`src/rtl/eclk_lock_pkg.sv`:
```
package eclk_lock_pkg;
  typedef enum logic [1:0] {
    LM_PWDN = 2'd0,
    LM_INIT = 2'd1,
    LM_HUNT = 2'd2,
    LM_LOCK = 2'd3
  } lm_state_e;
endpackage

```
`src/rtl/eclk_bit_phase.sv`:
```
module eclk_bit_phase #(
  parameter int FRAME_BITS = 18,
  parameter int POS_W      = $clog2(FRAME_BITS)
) (
  input  logic             clk,
  input  logic             rst_n,
  input  logic             tick_i,
  input  logic             clr_i,
  input  logic             hold_i,
  output logic [POS_W-1:0] pos_o,
  output logic             at_start_o,
  output logic             at_last_o
);
  localparam logic [POS_W-1:0] POS_LAST = POS_W'(FRAME_BITS - 1);

  logic [POS_W-1:0] pos_q, pos_d;

  assign at_start_o = (pos_q == '0);
  assign at_last_o  = (pos_q == POS_LAST);
  assign pos_o      = pos_q;

  always_comb begin
    pos_d = pos_q;
    if (clr_i) begin
      pos_d = '0;
    end else if (tick_i && !hold_i) begin
      pos_d = at_last_o ? '0 : pos_q + 1'b1;
    end
  end

  always_ff @(posedge clk or negedge rst_n) begin
    if (!rst_n) pos_q <= '0;
    else        pos_q <= pos_d;
  end


  pos_range_chk: assert property (@(posedge clk) disable iff (!rst_n)
    pos_q <= POS_LAST);


  pos_wrap_chk: assert property (@(posedge clk) disable iff (!rst_n)
    (tick_i && !clr_i && !hold_i && at_last_o) |=> (pos_q == '0));
endmodule

```
`src/rtl/eclk_deframer.sv`:
```
module eclk_deframer #(
  parameter int PAYLOAD_W = 16,
  parameter int POS_W     = 5
) (
  input  logic                 clk,
  input  logic                 rst_n,
  input  logic                 tick_i,
  input  logic                 idle_i,
  input  logic                 deliver_i,
  input  logic [POS_W-1:0]     pos_i,
  input  logic                 bit_i,
  output logic                 edge_o,
  output logic [PAYLOAD_W-1:0] word_o,
  output logic                 vld_o
);
  logic                 prev_q, prev_d;
  logic [PAYLOAD_W-1:0] sh_q, sh_d;
  logic [PAYLOAD_W-1:0] word_q, word_d;
  logic                 vld_q, vld_d;
  logic                 in_pay, last_pay;

  assign edge_o   = !prev_q && bit_i;
  assign in_pay   = (pos_i >= POS_W'(1)) && (pos_i <= POS_W'(PAYLOAD_W));
  assign last_pay = tick_i && (pos_i == POS_W'(PAYLOAD_W));

  always_comb begin
    prev_d = tick_i ? bit_i : prev_q;
    sh_d   = (tick_i && in_pay) ? {bit_i, sh_q[PAYLOAD_W-1:1]} : sh_q;
    word_d = (last_pay && deliver_i) ? {bit_i, sh_q[PAYLOAD_W-1:1]} : word_q;
    vld_d  = last_pay && deliver_i;
    if (idle_i) begin
      prev_d = 1'b0;
      sh_d   = '0;
      word_d = '0;
      vld_d  = 1'b0;
    end
  end

  always_ff @(posedge clk or negedge rst_n) begin
    if (!rst_n) begin
      prev_q <= 1'b0;
      sh_q   <= '0;
      word_q <= '0;
      vld_q  <= 1'b0;
    end else begin
      prev_q <= prev_d;
      sh_q   <= sh_d;
      word_q <= word_d;
      vld_q  <= vld_d;
    end
  end

  assign word_o = word_q;
  assign vld_o  = vld_q;


  vld_only_locked_chk: assert property (@(posedge clk) disable iff (!rst_n)
    vld_o |-> $past(deliver_i));


  word_hold_chk: assert property (@(posedge clk) disable iff (!rst_n)
    (!vld_o && !$past(idle_i)) |-> $stable(word_o));


  idle_clear_chk: assert property (@(posedge clk) disable iff (!rst_n)
    idle_i |=> ((word_o == '0) && !vld_o));
endmodule

```
`src/rtl/eclk_lock_fsm.sv`:
```
module eclk_lock_fsm
  import eclk_lock_pkg::*;
#(
  parameter int LOCK_FRAMES = 4,
  parameter int MISS_FRAMES = 2,
  parameter int INIT_FRAMES = 64
) (
  input  logic      clk,
  input  logic      rst_n,
  input  logic      tick_i,
  input  logic      at_start_i,
  input  logic      at_last_i,
  input  logic      edge_i,
  input  logic      pwdn_n_i,
  input  logic      pwdn_reg_i,
  input  logic      sync_req_i,
  input  logic      irq_en_i,
  input  logic      los_clr_i,
  output lm_state_e state_o,
  output logic      pos_clr_o,
  output logic      pos_hold_o,
  output logic      los_o,
  output logic      irq_o
);
  localparam int MATCH_W = $clog2(LOCK_FRAMES + 1);
  localparam int MISS_W  = $clog2(MISS_FRAMES + 1);
  localparam int FRM_W   = $clog2(INIT_FRAMES + 2);
  localparam logic [MATCH_W-1:0] MATCH_LAST = MATCH_W'(LOCK_FRAMES - 1);
  localparam logic [MISS_W-1:0]  MISS_LAST  = MISS_W'(MISS_FRAMES - 1);
  localparam logic [FRM_W-1:0]   INIT_LAST  = FRM_W'((INIT_FRAMES > 0) ? INIT_FRAMES - 1 : 0);

  lm_state_e          state_q, state_d;
  logic [MATCH_W-1:0] match_q, match_d;
  logic [MISS_W-1:0]  miss_q, miss_d;
  logic [FRM_W-1:0]   frm_q, frm_d;
  logic               los_q, los_d, los_set;
  logic               pd, chk_slot;

  assign pd       = !pwdn_n_i || pwdn_reg_i;
  assign chk_slot = tick_i && at_start_i;

  always_comb begin
    state_d = state_q;
    match_d = match_q;
    miss_d  = miss_q;
    frm_d   = frm_q;
    los_set = 1'b0;
    unique case (state_q)
      LM_PWDN: begin
        frm_d = '0;
        if (!pd) state_d = LM_INIT;
      end
      LM_INIT: begin
        if (tick_i && at_last_i) begin
          if (frm_q >= INIT_LAST) begin
            state_d = LM_HUNT;
            match_d = '0;
          end else begin
            frm_d = frm_q + 1'b1;
          end
        end
      end
      LM_HUNT: begin
        if (chk_slot) begin
          if (!edge_i) begin
            match_d = '0;
          end else if (sync_req_i || match_q == MATCH_LAST) begin
            state_d = LM_LOCK;
            miss_d  = '0;
          end else begin
            match_d = match_q + 1'b1;
          end
        end
      end
      LM_LOCK: begin
        if (chk_slot) begin
          if (edge_i) begin
            miss_d = '0;
          end else if (miss_q == MISS_LAST) begin
            state_d = LM_HUNT;
            match_d = '0;
            los_set = 1'b1;
          end else begin
            miss_d = miss_q + 1'b1;
          end
        end
      end
      default: state_d = LM_PWDN;
    endcase
    if (pd) state_d = LM_PWDN;
    los_d = los_set ? 1'b1 : (los_clr_i ? 1'b0 : los_q);
  end

  always_ff @(posedge clk or negedge rst_n) begin
    if (!rst_n) begin
      state_q <= LM_PWDN;
      match_q <= '0;
      miss_q  <= '0;
      frm_q   <= '0;
      los_q   <= 1'b0;
    end else begin
      state_q <= state_d;
      match_q <= match_d;
      miss_q  <= miss_d;
      frm_q   <= frm_d;
      los_q   <= los_d;
    end
  end

  assign state_o    = state_q;
  assign pos_clr_o  = (state_q == LM_PWDN);
  assign pos_hold_o = chk_slot && !edge_i &&
                      ((state_q == LM_HUNT) || (state_q == LM_LOCK && miss_q == MISS_LAST));
  assign los_o      = los_q;
  assign irq_o      = los_q && irq_en_i;


  single_miss_keep_chk: assert property (@(posedge clk) disable iff (!rst_n)
    (state_q == LM_LOCK && !pd && chk_slot && !edge_i && miss_q != MISS_LAST)
      |=> (state_q == LM_LOCK));


  init_no_lock_chk: assert property (@(posedge clk) disable iff (!rst_n)
    (state_q == LM_INIT) |=> (state_q != LM_LOCK));


  los_sticky_chk: assert property (@(posedge clk) disable iff (!rst_n)
    (los_q && !los_clr_i) |=> los_q);


  loss_flags_chk: assert property (@(posedge clk) disable iff (!rst_n)
    (state_q == LM_HUNT && $past(state_q) == LM_LOCK) |-> los_q);


  pd_enter_chk: assert property (@(posedge clk) disable iff (!rst_n)
    pd |=> (state_q == LM_PWDN));
endmodule

```
`src/rtl/eclk_lock_mon.sv`:
```
module eclk_lock_mon
  import eclk_lock_pkg::*;
#(
  parameter int PAYLOAD_W   = 16,
  parameter int LOCK_FRAMES = 4,
  parameter int MISS_FRAMES = 2,
  parameter int INIT_FRAMES = 64
) (
  input  logic                 clk,
  input  logic                 rst_n,
  input  logic                 bit_en,
  input  logic                 ser_in,
  input  logic                 pwdn_n,
  input  logic                 pwdn_reg,
  input  logic                 sync_req,
  input  logic                 irq_en,
  input  logic                 los_clr,
  output logic                 lock_n,
  output logic [PAYLOAD_W-1:0] word_out,
  output logic                 word_vld,
  output logic                 los_status,
  output logic                 irq
);
  localparam int FRAME_BITS = PAYLOAD_W + 2;
  localparam int POS_W      = $clog2(FRAME_BITS);

  logic [1:0]       rst_sync_q;
  logic             rst_i_n;
  logic [POS_W-1:0] pos;
  logic             at_start, at_last, pos_clr, pos_hold, edge_seen;
  lm_state_e        state;

  always_ff @(posedge clk or negedge rst_n) begin
    if (!rst_n) rst_sync_q <= 2'b00;
    else        rst_sync_q <= {rst_sync_q[0], 1'b1};
  end
  assign rst_i_n = rst_sync_q[1];

  eclk_bit_phase #(.FRAME_BITS(FRAME_BITS), .POS_W(POS_W)) u_phase (
    .clk        (clk),
    .rst_n      (rst_i_n),
    .tick_i     (bit_en),
    .clr_i      (pos_clr),
    .hold_i     (pos_hold),
    .pos_o      (pos),
    .at_start_o (at_start),
    .at_last_o  (at_last)
  );

  eclk_deframer #(.PAYLOAD_W(PAYLOAD_W), .POS_W(POS_W)) u_deframe (
    .clk       (clk),
    .rst_n     (rst_i_n),
    .tick_i    (bit_en),
    .idle_i    (state == LM_PWDN),
    .deliver_i (state == LM_LOCK),
    .pos_i     (pos),
    .bit_i     (ser_in),
    .edge_o    (edge_seen),
    .word_o    (word_out),
    .vld_o     (word_vld)
  );

  eclk_lock_fsm #(
    .LOCK_FRAMES (LOCK_FRAMES),
    .MISS_FRAMES (MISS_FRAMES),
    .INIT_FRAMES (INIT_FRAMES)
  ) u_fsm (
    .clk        (clk),
    .rst_n      (rst_i_n),
    .tick_i     (bit_en),
    .at_start_i (at_start),
    .at_last_i  (at_last),
    .edge_i     (edge_seen),
    .pwdn_n_i   (pwdn_n),
    .pwdn_reg_i (pwdn_reg),
    .sync_req_i (sync_req),
    .irq_en_i   (irq_en),
    .los_clr_i  (los_clr),
    .state_o    (state),
    .pos_clr_o  (pos_clr),
    .pos_hold_o (pos_hold),
    .los_o      (los_status),
    .irq_o      (irq)
  );

  assign lock_n = (state != LM_LOCK);


  pd_lock_off_chk: assert property (@(posedge clk) disable iff (!rst_i_n)
    (!pwdn_n || pwdn_reg) |=> lock_n);


  vld_lock_chk: assert property (@(posedge clk) disable iff (!rst_i_n)
    word_vld |-> !$past(lock_n));
endmodule

```
`config.mk`:
```
export PLATFORM = sky130hd
export DESIGN_NAME = eclk_lock_mon
export DESIGN_NICKNAME = d
export VERILOG_FILES = /design/src/rtl/eclk_lock_pkg.sv /design/src/rtl/eclk_bit_phase.sv /design/src/rtl/eclk_deframer.sv /design/src/rtl/eclk_lock_fsm.sv /design/src/rtl/eclk_lock_mon.sv
export SDC_FILE = /design/constraint.sdc
export NUM_CORES = 1
export LEC_CHECK = 0
export BUFFER_PORTS_ARGS = -buffer_cell sky130_fd_sc_hd__buf_2
export CAP_MARGIN = 40
export CORE_MARGIN = 10
export CORE_UTILIZATION = 45
export DETAILED_ROUTE_END_ITERATION = 10
export PLACE_DENSITY_LB_ADDON = 0.3
export SLEW_MARGIN = 10
export SYNTH_ARGS = -nofsm -noshare
export SYNTH_HDL_FRONTEND = slang
export SYNTH_SLANG_ARGS = --single-unit
```
`constraint.sdc`:
```
create_clock -name clk -period 1.75 [get_ports clk]
set_input_delay 0.2625 -clock clk [delete_from_list [all_inputs] [get_ports clk]]
set_output_delay 0.2625 -clock clk [all_outputs]
set_load 0.05 [all_outputs]
```
==> results by group <==
Drt
  – DRC: 0
  – Post-DRT Antenna Nets: 0
  – Via/cell ratio: 5.37
  – DR pass1 iterations: 4
  – Post-Route WL: between 5000 and 6000 um
  – Via count: 2068
  – WL/cell: 15.1 um
  – Initial DRC count: 96

Setup path
  – Crit Path Max Fanout: 8
  – RR Startpoint: u_fsm.state_o[1]
  – CP Launch Type: flop
  – Crit Path Class: reg -> reg
  – Crit path largest cell delay: 490 ps
  – Crit path arrival time: between 1500 and 2000 ps
  – Slowest stage cell, crit path: dfrtp_1
  – CP Cell Sequence: nor2_1 -> buf_4 -> nor3_1 -> a211oi_1 -> o21ai_0
  – Worst setup EP type: flop
  – Crit path from: u_fsm.state_o[1]
  – CP required: 1930 ps

Run status
  – Failing checks: negative setup slack
  – Status: finished with violations

Power and ir drop
  – Comb pwr share: 8.9%
  – Seq pwr share: a little under 60%
  – Static leakage: 0.00156 uW
  – Clock Power Share: 33.1%
  – Net Sw Power: 568 uW
  – Pint: roughly 1600 uW
  – Switching share of power: 25.6%
  – Pwr/cell area: 665 nW/um^2
  – Max VDD drop: 0.367 mV

Synthesis
  – Largest family of logic cells by synthesized area: simple AND/OR/NAND/NOR gates
  – Area leader, netlist: dfrtp_1
  – Syn Nets: 280
  – Leading post-synthesis cells by cell area: dfrtp_1, nand2_1, mux2i_1, ha_1, o21ai_0
  – Sequential fraction of the synthesis area: 52.3%
  – Multiplexer share of the synthesized area: 8.03%
  – Xor/xnor cell area share of the yosys netlist: 0%
  – Post-synth ARST share: 100%
  – Post-synth top cells: dfrtp_1, nand2_1, mux2i_1
  – Syn avg cell area: 9.98 um^2
  – Mapped cell area: 2630 um^2
  – Synth cell types: 50
  – #FFs+latches synth: 55
  – Area share of the largest cell type after synthesis: between 50% and 60%
  – Synth Warn #: 0
  – Top FF cell, synth: dfrtp_1
  – EDFF count, synth: 0
  – Synth Area in Compound Gates: 13.2%
  – Post-Synth Simple-Gate Area: 18.6%
  – Adder-cell share of the synthesized area: 3.33%
  – Cell count after synthesis: between 200 and 300

GRT
  – First-pass GRT wire length: about 9500 um
  – Vias in the first global route: 2051
  – Largest net degree at the start of global routing: 54
  – Total track usage: 12.7%
  – Initial antenna violation count: 0
  – GR Overflow Total: 0

Floorplanning
  – Starting Density: 47.0%
  – Die ar.: 9310 um^2
  – Die width: 96.5 um
  – Io pins: 29
  – Row Count: 27
  – Core Region: 5610 um^2
  – Die Ht: 96.5 um

Timing
  – Final slew viol count: 0
  – Worst Tran Pin Value: approximately 500 ps
  – Min Clock Period, post-route: 1800 ps
  – Fmax: 556 MHz
  – Worst slew margin: around two thirds
  – Final Hold Fails: 0
  – Period utilisation layout: 103%
  – Worst Hold Slack: 132 ps
  – Clk_skew: 9.15 ps
  – Finish-stage setup viols: 5
  – PnR worst setup slack: -47.8 ps
  – RSZ-0062 raised after global routing: true

Clocking
  – Clk_lat worst skew: 310 ps
  – Sink Count: 55
  – CTS root buffer: clkbuf_8
  – CTS tree: yes
  – Worst-path clk slew: 100 ps
  – Inserted Clock Buffers: 5
  – Clock buffer depth: 2
  – H-tree lvl count: 2

Cells and area
  – Final Util: 59.4%
  – Share of layout cells above drive strength 1: 31.6%
  – Fin nets: 328
  – N_diodes: 0
  – Area Overhead vs Synth: 26.6%
  – Layout Cells excl Fill: 385
  – Fillcell total: 473
  – Cell area after layout: 3330 um^2

Job
  – Max Cap Viol: 0

Min path
  – Min-Delay Path Class: in -> reg
  – Worst Hold Launch: los_clr

Place
  – Hpwl dp: 3790 um
  – Placed instance count: 373
  – Count of input and output buffers: 28
  – Post-DP Area: 3040 um^2
  – Gpl congestion: 0.845
critical path, delay by kind of cell (launching register included):
kind	cells	cell delay, ps
DFF	1	490
buffers and inverters	1	260
and+or+nand+nor	2	520
AOI/OAI and AO/OA	2	390
timing repair:
item,in CTS,in global routing
resized for setup,10,26
pin swaps,6,4
hold buffers,1,0
endpoints found under the hold margin,2,0
setup endpoints to repair,10,24
buffers inserted,3,0
power by group through the flow:
| stage | Clock, uW | Sequential, uW | Combinational, uW |
|---|---|---|---|
| finish | 734 | 1290 | 197 |
| global route | 793 | 1290 | 215 |
| CTS | 760 | 1280 | 179 |
| detailed placement | 0 | 1310 | 165 |
| global placement | 0 | 1310 | 164 |
| floorplan | 0 | 1320 | 85.9 |
path summary, 6_finish.rpt:
| check | to | slack, ps | cells after the start |
|---|---|---|---|
| max reg2reg | u_phase.pos_o[4] | -50 | 5 |
| min in group asynchronous | rst_sync_q[1] | 240 | 2 |
| max | u_phase.pos_o[4] | -50 | 5 |
| min reg2reg | u_deframe.sh_q[4] | 270 | 1 |
| min | u_fsm.los_o | 130 | 2 |
| max in group asynchronous | u_phase.pos_o[0] | 1230 | 1 |
sequential cells by signal (all words and copies together), names as in the netlist:
register,flops
u_fsm.match_q,3
u_deframe.vld_o,1
u_deframe.sh_q,15
u_fsm.miss_q,2
u_phase.pos_o,5
u_fsm.state_o,2
u_deframe.prev_q,1
rst_sync_q,2
u_fsm.frm_q,7
u_fsm.los_o,1
u_deframe.word_o,16
through the flow:
stage | setup TNS, ps | power, uW | worst slack, ps
after detailed placement | -280 | 1470 | -67.8
after floorplan | -61.3 | 1410 | -25.8
final | -140 | 2220 | -47.8
after global routing | -876 | 2300 | -150
after CTS | -36.6 | 2220 | -16.3
after global placement | -37.7 | 1470 | -37.7
layer usage:
| metal | up-vias | global-route usage [%] | share of wire [%] |
|---|---|---|---|
| li1 | 1017 | - | - |
| met1 | 1011 | 16.3 | 45 |
| met2 | 32 | 20.2 | 50 |
| met3 | 8 | 2.54 | 3.3 |
| met4 | 0 | 5.45 | 1.6 |
| met5 | - | 0 | 0 |
cell usage in the layout, fill, tap and decap left out, types with 4 or more instances in the layout:
cell,netlist,routed
buf_12,0,4
buf_2,3,28
buf_4,1,21
clkbuf_8,0,5
dfrtp_1,55,53
ha_1,7,5
inv_1,14,12
mux2i_1,20,18
nand2_1,55,53
nand3_1,9,8
nor2_1,9,8
o21ai_0,17,17
area by class of cell:
type	count	area (um^2)	share of cell area (%)
clock buffers	5	68.8	2.06
inverters	14	52.6	1.58
repair buffers	54	388	11.6
multi-input cells	182	1330	40.0
well taps	72	90.1	2.70
clock inverters	3	22.5	0.676
flip-flops and latches	55	1380	41.4
cell families after synthesis:
family / Yosys count
other: 1
and+or+nand+nor: 102
AOI/OAI and AO/OA: 51
muxes: 21
buffers and inverters: 27
DFF: 55
adders and majority gates: 7
Power figures use the tool's default switching activity.
